--- src/rtl/irq_disp_pkg.sv ---
package irq_disp_pkg;

    localparam int VEC_W  = 8;
    localparam int ID_W   = 8;
    localparam int MODE_W = 3;

    typedef logic [MODE_W-1:0] dmode_t;

    localparam dmode_t DM_FIXED    = 3'b000;
    localparam dmode_t DM_LOWPRI   = 3'b001;
    localparam dmode_t DM_EXTERNAL = 3'b111;

    typedef struct packed {
        logic             mask;
        logic [ID_W-1:0]  dest;
        logic [VEC_W-1:0] vector;
        dmode_t           dmode;
        logic             destm;
        logic             polarity;
        logic             trigger;
    } redir_t;

    localparam int ENTRY_W = $bits(redir_t);

    typedef enum logic [1:0] {
        S_IDLE    = 2'd0,
        S_RESOLVE = 2'd1,
        S_FETCH   = 2'd2,
        S_SEND    = 2'd3
    } disp_state_t;

    function automatic logic is_broadcast(input logic [ID_W-1:0] d);
        return d == {ID_W{1'b1}};
    endfunction

endpackage

--- src/rtl/irq_line_tracker.sv ---
module irq_line_tracker #(
    parameter int NUM_LINES = 8,
    localparam int IDX_W = $clog2(NUM_LINES)
) (
    input  logic                 clk,
    input  logic                 rst,
    input  logic [NUM_LINES-1:0] line_in,
    input  logic [NUM_LINES-1:0] mask_vec,
    input  logic                 take,
    input  logic [IDX_W-1:0]     take_idx,
    output logic                 pend_any,
    output logic [IDX_W-1:0]     pick_idx
);

    logic [NUM_LINES-1:0] line_q;
    logic [NUM_LINES-1:0] pend_q;
    logic [NUM_LINES-1:0] pend_d;
    logic [NUM_LINES-1:0] rise;

    assign rise = line_in & ~line_q;

    always_comb begin
        pend_d = pend_q;
        if (take) pend_d[take_idx] = 1'b0;
        pend_d = pend_d | (rise & ~mask_vec);
    end

    always_ff @(posedge clk) begin
        if (rst) begin
            line_q <= '0;
            pend_q <= '0;
        end else begin
            line_q <= line_in;
            pend_q <= pend_d;
        end
    end

    assign pend_any = |pend_q;

    // lowest-numbered pending line wins
    always_comb begin
        pick_idx = '0;
        for (int i = NUM_LINES - 1; i >= 0; i--) begin
            if (pend_q[i]) pick_idx = IDX_W'(i);
        end
    end

    for (genvar g = 0; g < NUM_LINES; g++) begin : g_chk
        // a line becomes pending only after a stored-low to high transition
        a_r1_edge_only: assert property (@(posedge clk) disable iff (rst)
            $rose(pend_q[g]) |-> $past(rise[g]));
        // a masked edge never enters the queue
        a_r2_masked_dropped: assert property (@(posedge clk) disable iff (rst)
            (rise[g] && mask_vec[g] && !pend_q[g]) |=> !pend_q[g]);
    end

endmodule

--- src/rtl/irq_target_resolver.sv ---
module irq_target_resolver
    import irq_disp_pkg::*;
#(
    parameter int NUM_CTX = 4,
    parameter int ROT_W   = 8
) (
    input  logic [ID_W-1:0]         dest,
    input  logic                    destm,
    input  dmode_t                  dmode,
    input  logic [NUM_CTX*ID_W-1:0] phys_ids,
    input  logic [NUM_CTX*ID_W-1:0] logic_ids,
    input  logic [ROT_W-1:0]        rot,
    output logic [NUM_CTX-1:0]      target,
    output logic                    empty,
    output logic                    illegal
);

    localparam int CNT_W = $clog2(NUM_CTX + 1);

    logic [NUM_CTX-1:0] phys_hit;
    logic [NUM_CTX-1:0] log_hit;
    logic [NUM_CTX-1:0] cand;
    logic [NUM_CTX-1:0] sel;
    logic [CNT_W-1:0]   count;
    logic [ROT_W-1:0]   pos;
    logic [ROT_W-1:0]   seen;
    logic               lowpri;

    for (genvar c = 0; c < NUM_CTX; c++) begin : g_ctx
        assign phys_hit[c] = is_broadcast(dest) ||
                             (phys_ids[c*ID_W +: ID_W] == dest);
        assign log_hit[c]  = |(logic_ids[c*ID_W +: ID_W] & dest);
    end

    assign cand   = destm ? log_hit : phys_hit;
    assign lowpri = (dmode == DM_LOWPRI);

    always_comb begin
        count = '0;
        for (int c = 0; c < NUM_CTX; c++) count = count + CNT_W'(cand[c]);
    end

    assign pos = (count == '0) ? '0 : rot % ROT_W'(count);

    always_comb begin
        seen = '0;
        sel  = '0;
        for (int c = 0; c < NUM_CTX; c++) begin
            if (cand[c]) begin
                if (seen == pos) sel[c] = 1'b1;
                seen = seen + 1'b1;
            end
        end
    end

    assign empty   = (cand == '0);
    assign illegal = lowpri && !destm;
    assign target  = lowpri ? sel : cand;

endmodule

--- src/rtl/irq_msg_dispatcher.sv ---
module irq_msg_dispatcher
    import irq_disp_pkg::*;
#(
    parameter int NUM_LINES = 8,
    parameter int NUM_CTX   = 4,
    parameter int ROT_W     = 8
) (
    input  logic                         clk,
    input  logic                         rst,
    input  logic [NUM_LINES-1:0]         irq_lines,
    input  logic [NUM_LINES*ENTRY_W-1:0] redir_cfg,
    input  logic [NUM_CTX*ID_W-1:0]      ctx_phys_id,
    input  logic [NUM_CTX*ID_W-1:0]      ctx_logic_id,
    output logic                         ext_req,
    input  logic                         ext_ack,
    input  logic [VEC_W-1:0]             ext_vector,
    output logic                         msg_valid,
    input  logic                         msg_ready,
    output logic [NUM_CTX-1:0]           msg_target,
    output logic [VEC_W-1:0]             msg_vector,
    output logic [MODE_W-1:0]            msg_dmode,
    output logic                         msg_destm,
    output logic                         msg_level,
    output logic                         msg_trigger,
    output logic                         err_illegal,
    output logic                         err_notarget
);

    localparam int IDX_W = $clog2(NUM_LINES);

    redir_t               entries [NUM_LINES];
    logic [NUM_LINES-1:0] mask_vec;

    for (genvar i = 0; i < NUM_LINES; i++) begin : g_ent
        assign entries[i]  = redir_t'(redir_cfg[i*ENTRY_W +: ENTRY_W]);
        assign mask_vec[i] = entries[i].mask;
    end

    disp_state_t        state_q;
    redir_t             cur_q;
    logic [ROT_W-1:0]   rot_q;
    logic [NUM_CTX-1:0] tgt_q;
    logic [VEC_W-1:0]   vec_q;
    logic               err_ill_q;
    logic               err_nt_q;

    logic               pend_any;
    logic [IDX_W-1:0]   pick_idx;
    logic               take;
    logic [NUM_CTX-1:0] res_target;
    logic               res_empty;
    logic               res_illegal;

    assign take = (state_q == S_IDLE) && pend_any;

    irq_line_tracker #(.NUM_LINES(NUM_LINES)) u_track (
        .clk      (clk),
        .rst      (rst),
        .line_in  (irq_lines),
        .mask_vec (mask_vec),
        .take     (take),
        .take_idx (pick_idx),
        .pend_any (pend_any),
        .pick_idx (pick_idx)
    );

    irq_target_resolver #(.NUM_CTX(NUM_CTX), .ROT_W(ROT_W)) u_res (
        .dest      (cur_q.dest),
        .destm     (cur_q.destm),
        .dmode     (cur_q.dmode),
        .phys_ids  (ctx_phys_id),
        .logic_ids (ctx_logic_id),
        .rot       (rot_q),
        .target    (res_target),
        .empty     (res_empty),
        .illegal   (res_illegal)
    );

    always_ff @(posedge clk) begin
        if (rst) begin
            state_q   <= S_IDLE;
            cur_q     <= '0;
            rot_q     <= '0;
            tgt_q     <= '0;
            vec_q     <= '0;
            err_ill_q <= 1'b0;
            err_nt_q  <= 1'b0;
        end else begin
            err_ill_q <= 1'b0;
            err_nt_q  <= 1'b0;
            unique case (state_q)
                S_IDLE: begin
                    if (pend_any) begin
                        cur_q   <= entries[pick_idx];
                        state_q <= S_RESOLVE;
                    end
                end
                S_RESOLVE: begin
                    if (res_illegal) begin
                        err_ill_q <= 1'b1;
                        state_q   <= S_IDLE;
                    end else if (res_empty) begin
                        err_nt_q <= 1'b1;
                        state_q  <= S_IDLE;
                    end else begin
                        tgt_q <= res_target;
                        vec_q <= cur_q.vector;
                        if (cur_q.dmode == DM_LOWPRI) rot_q <= rot_q + 1'b1;
                        state_q <= (cur_q.dmode == DM_EXTERNAL) ? S_FETCH : S_SEND;
                    end
                end
                S_FETCH: begin
                    if (ext_ack) begin
                        vec_q   <= ext_vector;
                        state_q <= S_SEND;
                    end
                end
                S_SEND: begin
                    if (msg_ready) state_q <= S_IDLE;
                end
                default: state_q <= S_IDLE;
            endcase
        end
    end

    assign ext_req      = (state_q == S_FETCH);
    assign msg_valid    = (state_q == S_SEND);
    assign msg_target   = tgt_q;
    assign msg_vector   = vec_q;
    assign msg_dmode    = cur_q.dmode;
    assign msg_destm    = cur_q.destm;
    assign msg_level    = cur_q.polarity;
    assign msg_trigger  = cur_q.trigger;
    assign err_illegal  = err_ill_q;
    assign err_notarget = err_nt_q;

    // a stalled message holds still
    a_r12_hold: assert property (@(posedge clk) disable iff (rst)
        (msg_valid && !msg_ready) |=> (msg_valid && $stable(msg_target) &&
                                       $stable(msg_vector) && $stable(msg_dmode)));
    // no message leaves with an empty target bitmap
    a_r11_nonempty: assert property (@(posedge clk) disable iff (rst)
        msg_valid |-> (msg_target != '0));
    // lowest-priority messages reach exactly one context
    a_r9_single: assert property (@(posedge clk) disable iff (rst)
        (msg_valid && msg_dmode == DM_LOWPRI) |-> ($countones(msg_target) == 1));
    // the rotation counter moves only by one, and only after a lowest-priority choice
    a_r9_rot_step: assert property (@(posedge clk) disable iff (rst)
        (rot_q != $past(rot_q)) |-> (rot_q == $past(rot_q) + 1'b1 &&
                                     $past(cur_q.dmode) == DM_LOWPRI));
    // an illegal combination sends nothing
    a_r10_no_send: assert property (@(posedge clk) disable iff (rst)
        err_illegal |-> (!msg_valid && !ext_req));
    // the vector request is held until acknowledged
    a_r5_req_hold: assert property (@(posedge clk) disable iff (rst)
        (ext_req && !ext_ack) |=> ext_req);

endmodule

--- config.mk ---
export PLATFORM = sky130hd
export DESIGN_NAME = irq_msg_dispatcher
export DESIGN_NICKNAME = d
export VERILOG_FILES = /design/src/rtl/irq_disp_pkg.sv /design/src/rtl/irq_line_tracker.sv /design/src/rtl/irq_target_resolver.sv /design/src/rtl/irq_msg_dispatcher.sv
export SDC_FILE = /design/constraint.sdc
export NUM_CORES = 1
export LEC_CHECK = 0
export BUFFER_PORTS_ARGS = -buffer_cell sky130_fd_sc_hd__buf_2
export CORE_UTILIZATION = 40
export DETAILED_ROUTE_END_ITERATION = 7
export PLACE_DENSITY = 0.82
export SLEW_MARGIN = 10
export SYNTH_ARGS = -nofsm -noshare
export SYNTH_HDL_FRONTEND = slang
export SYNTH_SLANG_ARGS = --single-unit
--- constraint.sdc ---
create_clock -name clk -period 15.3 [get_ports clk]
set_input_delay 3.06 -clock clk [delete_from_list [all_inputs] [get_ports clk]]
set_output_delay 3.06 -clock clk [all_outputs]
set_load 0.01 [all_outputs]
==> metrics.md <==
| Metric | Value |
|---|---|
| CTS tree | `yes` |
| IO Count | `between 200 and 300` |
| Die X | `approximately 130 um` |
| Crit path DAT | `between 15 and 20 ns` |
| Final Cycle Share | `between 90 and 100%` |
| WL final | `approximately 27000 um` |
| # Max-Cap Violations | `0` |
| HP Start | `u_track.line_q[0]$_SDFF_PP0_` |
| Worst setup SP type | `input port` |
| RR Endpoint | `msg_target[1]$_SDFFE_PP0P_` |
| Crit-path slowest cell | `or4_4` |
| Routability cong. | `around 1` |
| Largest net degree at the start of global routing | `64` |
| Flop-to-flop setup slack | `2.40 ns` |
| Worst Hold Path Cells | `3` |
| First-pass GRT wire length | `38100 um` |
| Hold Vio Cnt, Final | `0` |
| Root buf cell | `clkbuf_16` |
| Layout cells sized above 1 | `40.8%` |
| Via Count | `~7500` |
| Worst Hold End | `u_track.pend_q[0]$_SDFF_PP0_` |
| Outcome | `finished, final reports clean` |
| Fillers | `1339` |
| Critical path fanouts, max | `5` |
| Initial antenna violation count | `22` |
| Clock skew | `0.00641 ns` |
| Detailed-route DRC error count | `0` |
| Syn_nets | `~1000` |
| Fin area | `approximately 0.0084 sq mm` |
| CTS max path bufs | `2` |
| FF+latch area | `around 0.0012 sq mm` |
| Post-Place Setup Slack | `-0.248 ns` |
| Yosys reg bits | `62` |
| Crit-path max cell delay | `approximately 0.46 ns` |
| Num Clock Sinks | `62` |
| Nets@finish | `approximately 1300` |
| Multi-input gate area | `about 0.0047 sq mm` |
| Routed len/inst | `21.5 um` |
| CTS buffer count | `9` |
| Leading area contributor after synthesis | `dfxtp_1` |
| Post-Syn Area per Cell | `just over 8 sq um` |
| Tmin final | `14.87 ns` |
| Most Frequent Cell on Critical Path | `ha_1` |
| Synth async-reset ratio | `0%` |
| Peak Freq | `roughly 67 MHz` |
| ANT nets after route | `0` |
| Clk slew on worst S/H paths | `roughly 0.060 ns` |
| Total congestion overflow | `0` |
| Commonest non-fill, non-tap cell in the layout | `buf_2` |
| Top_reg_cell synth | `dfxtp_1` |
| IO Port Bufs | `289` |
| Die height | `about 130 um` |
| GRT Overall Usage | `31.8%` |
| Row count | `44` |
| Unique cell type count in the Yosys netlist | `between 70 and 80` |
| Hold WC Path Type | `reg -> reg` |
| Final setup violation count | `0` |
| H-tree levels | `3` |
| TritonRoute pass-1 iters | `5` |
| CORE AREA | `0.0148 sq mm` |
| Max Slew Vio Count | `0` |
| Cell count after synthesis | `744` |
| Initial Util | `41.7%` |
| Hold_ws | `between 0.4 and 0.5 ns` |
| Crit Path Category | `in -> reg` |
| Worst setup margin | `about 0.43 ns` |
| Post-place instance area | `slightly below 0.008 sq mm` |
| Synthesized cell area | `between 0.006 and 0.007 sq mm` |
| Number of global-route vias before repair | `roughly 6900` |
| Crit end category | `flip-flop` |
| Synth top area cells | `dfxtp_1, mux2i_1, mux4_2, xnor2_1, ha_1` |
| Worst-margin pin slew | `1.27 ns` |
| Worst-Skew Late Latency | `between 0.3 and 0.4 ns` |
| Drt first-iter violations | `668` |
| Worst EP required | `between 15 and 20 ns` |
| Commonest cells after routing, fill and taps aside | `buf_2, nor2_1, dfxtp_1` |
| R2r worst-path depth | `54` |
| Ys Warns | `0` |
| Sequential fraction of the synthesis area | `between 20% and 30%` |
| Die area | `between 0.015 and 0.02 sq mm` |
| DP HPWL | `between 20000 and 25000 um` |
| Post-synth EDFFs | `0` |
| Area Growth Syn to Fin | `37.1%` |
| Vias per cell | `5.96` |
| Reg2reg start | `cur_q[17]$_SDFFE_PP0P_` |
| Max_slew headroom | `between 10% and 20%` |
| Share of the synthesized area in the top cell type | `between 20% and 30%` |
## flip-flops by register name (all words and copies together), names as in the netlist, named ones only
name and cells:
msg_vector 8, msg_target 4, err_illegal 1, u_track.line_q 8
state_q 1, err_notarget 1, msg_dmode 3, msg_level 1
cur_q 16, msg_destm 1, rot_q 8, u_track.pend_q 8
msg_trigger 1
## through the flow
step	utilization [%]	TNS (ns)	cells
6_report	57.2	0	1253
5_1_grt	57.1	-0.185	1249
4_1_cts	55.5	0	1219
3_5_place_dp	53.7	-0.714	1203
3_3_place_gp	53.7	0	1203
2_1_floorplan	-	0	744
## routing by layer
layer | track usage (%) | part of all wire, % | wire length [um] | up-vias
met2 | 54.1 | 49 | 13200 | 474
met1 | 35.0 | 35 | 9400 | 3429
met5 | 0 | 0.074 | 20 | -
met3 | 5.48 | 7.5 | 2030 | 116
met4 | 25.9 | 8.2 | 2200 | 4
li1 | - | - | - | 3447
## worst max-delay path by stage
stage / slack [ns] / startpoint / cells after the start / end
detailed placement: -0.25 / ctx_logic_id[12] / 55 / msg_target[0]$_SDFFE_PP0P_
finish: 0.43 / ctx_logic_id[13] / 55 / msg_target[1]$_SDFFE_PP0P_
CTS: 0.09 / ctx_logic_id[12] / 56 / msg_target[0]$_SDFFE_PP0P_
floorplan: 0.09 / ctx_logic_id[5] / 57 / msg_target[1]$_SDFFE_PP0P_
global placement: 0.31 / ctx_logic_id[12] / 56 / msg_target[1]$_SDFFE_PP0P_
global route: -0.12 / ctx_logic_id[13] / 56 / msg_target[1]$_SDFFE_PP0P_
## final cells by class
class	instances	area share, %
multi-input combinational	609	56.3
timing repair buffer	337	21.4
sequential	62	14.7
clock buffer	12	2.92
tap	184	2.73
inverter	22	0.979
antenna	23	0.682
clock inverter	4	0.267
## synthesized netlist by cell type, drive strengths merged (5+ instances only)
library cell and instances:
a211oi 33, a21o 5, a21oi 43, a221oi 6
and2 7, and3 5, buf 8, clkbuf 43
dfxtp 62, ha 28, inv 22, mux2 7
mux2i 61, mux4 22, nand2 40, nand2b 5
nand3 10, nand4 17, nor2 91, nor2b 15
nor3 14, o21a 7, o21ai 36, o22ai 25
o32ai 5, or2 10, or3 6, xnor2 46
## what timing repair did
| action | CTS | global route |
|---|---|---|
| setup endpoints to repair | 0 | 4 |
| hold buffers | 0 | 0 |
| gates resized for setup | 0 | 26 |
| setup buffers | 0 | 11 |
| endpoints found under the hold margin | 0 | 0 |
## cell families (layout without fill, tap and decap cells)
group,count (synthesis),after routing,share of synthesized area (%)
and+or+nand+nor,232,232,18.7
AOI/OAI and AO/OA,211,211,24.1
muxes,90,90,19.3
buffers and inverters,73,375,4.86
DFF,62,62,20.2
xor gates and xnor gates,46,46,6.55
adders and majority gates,30,30,6.34
other,0,23,0
## worst max-delay path: cells and delay by family
kind	cells	cell delay, ns
AOI/OAI and AO/OA	20	3.90
muxes	5	1.34
and+or+nand+nor	17	3.57
adders and majority gates	10	2.93
buffers and inverters	3	0.29
Power is not shown: default switching activity piles up to over one toggle a cycle in this logic, so the estimate is an artifact.
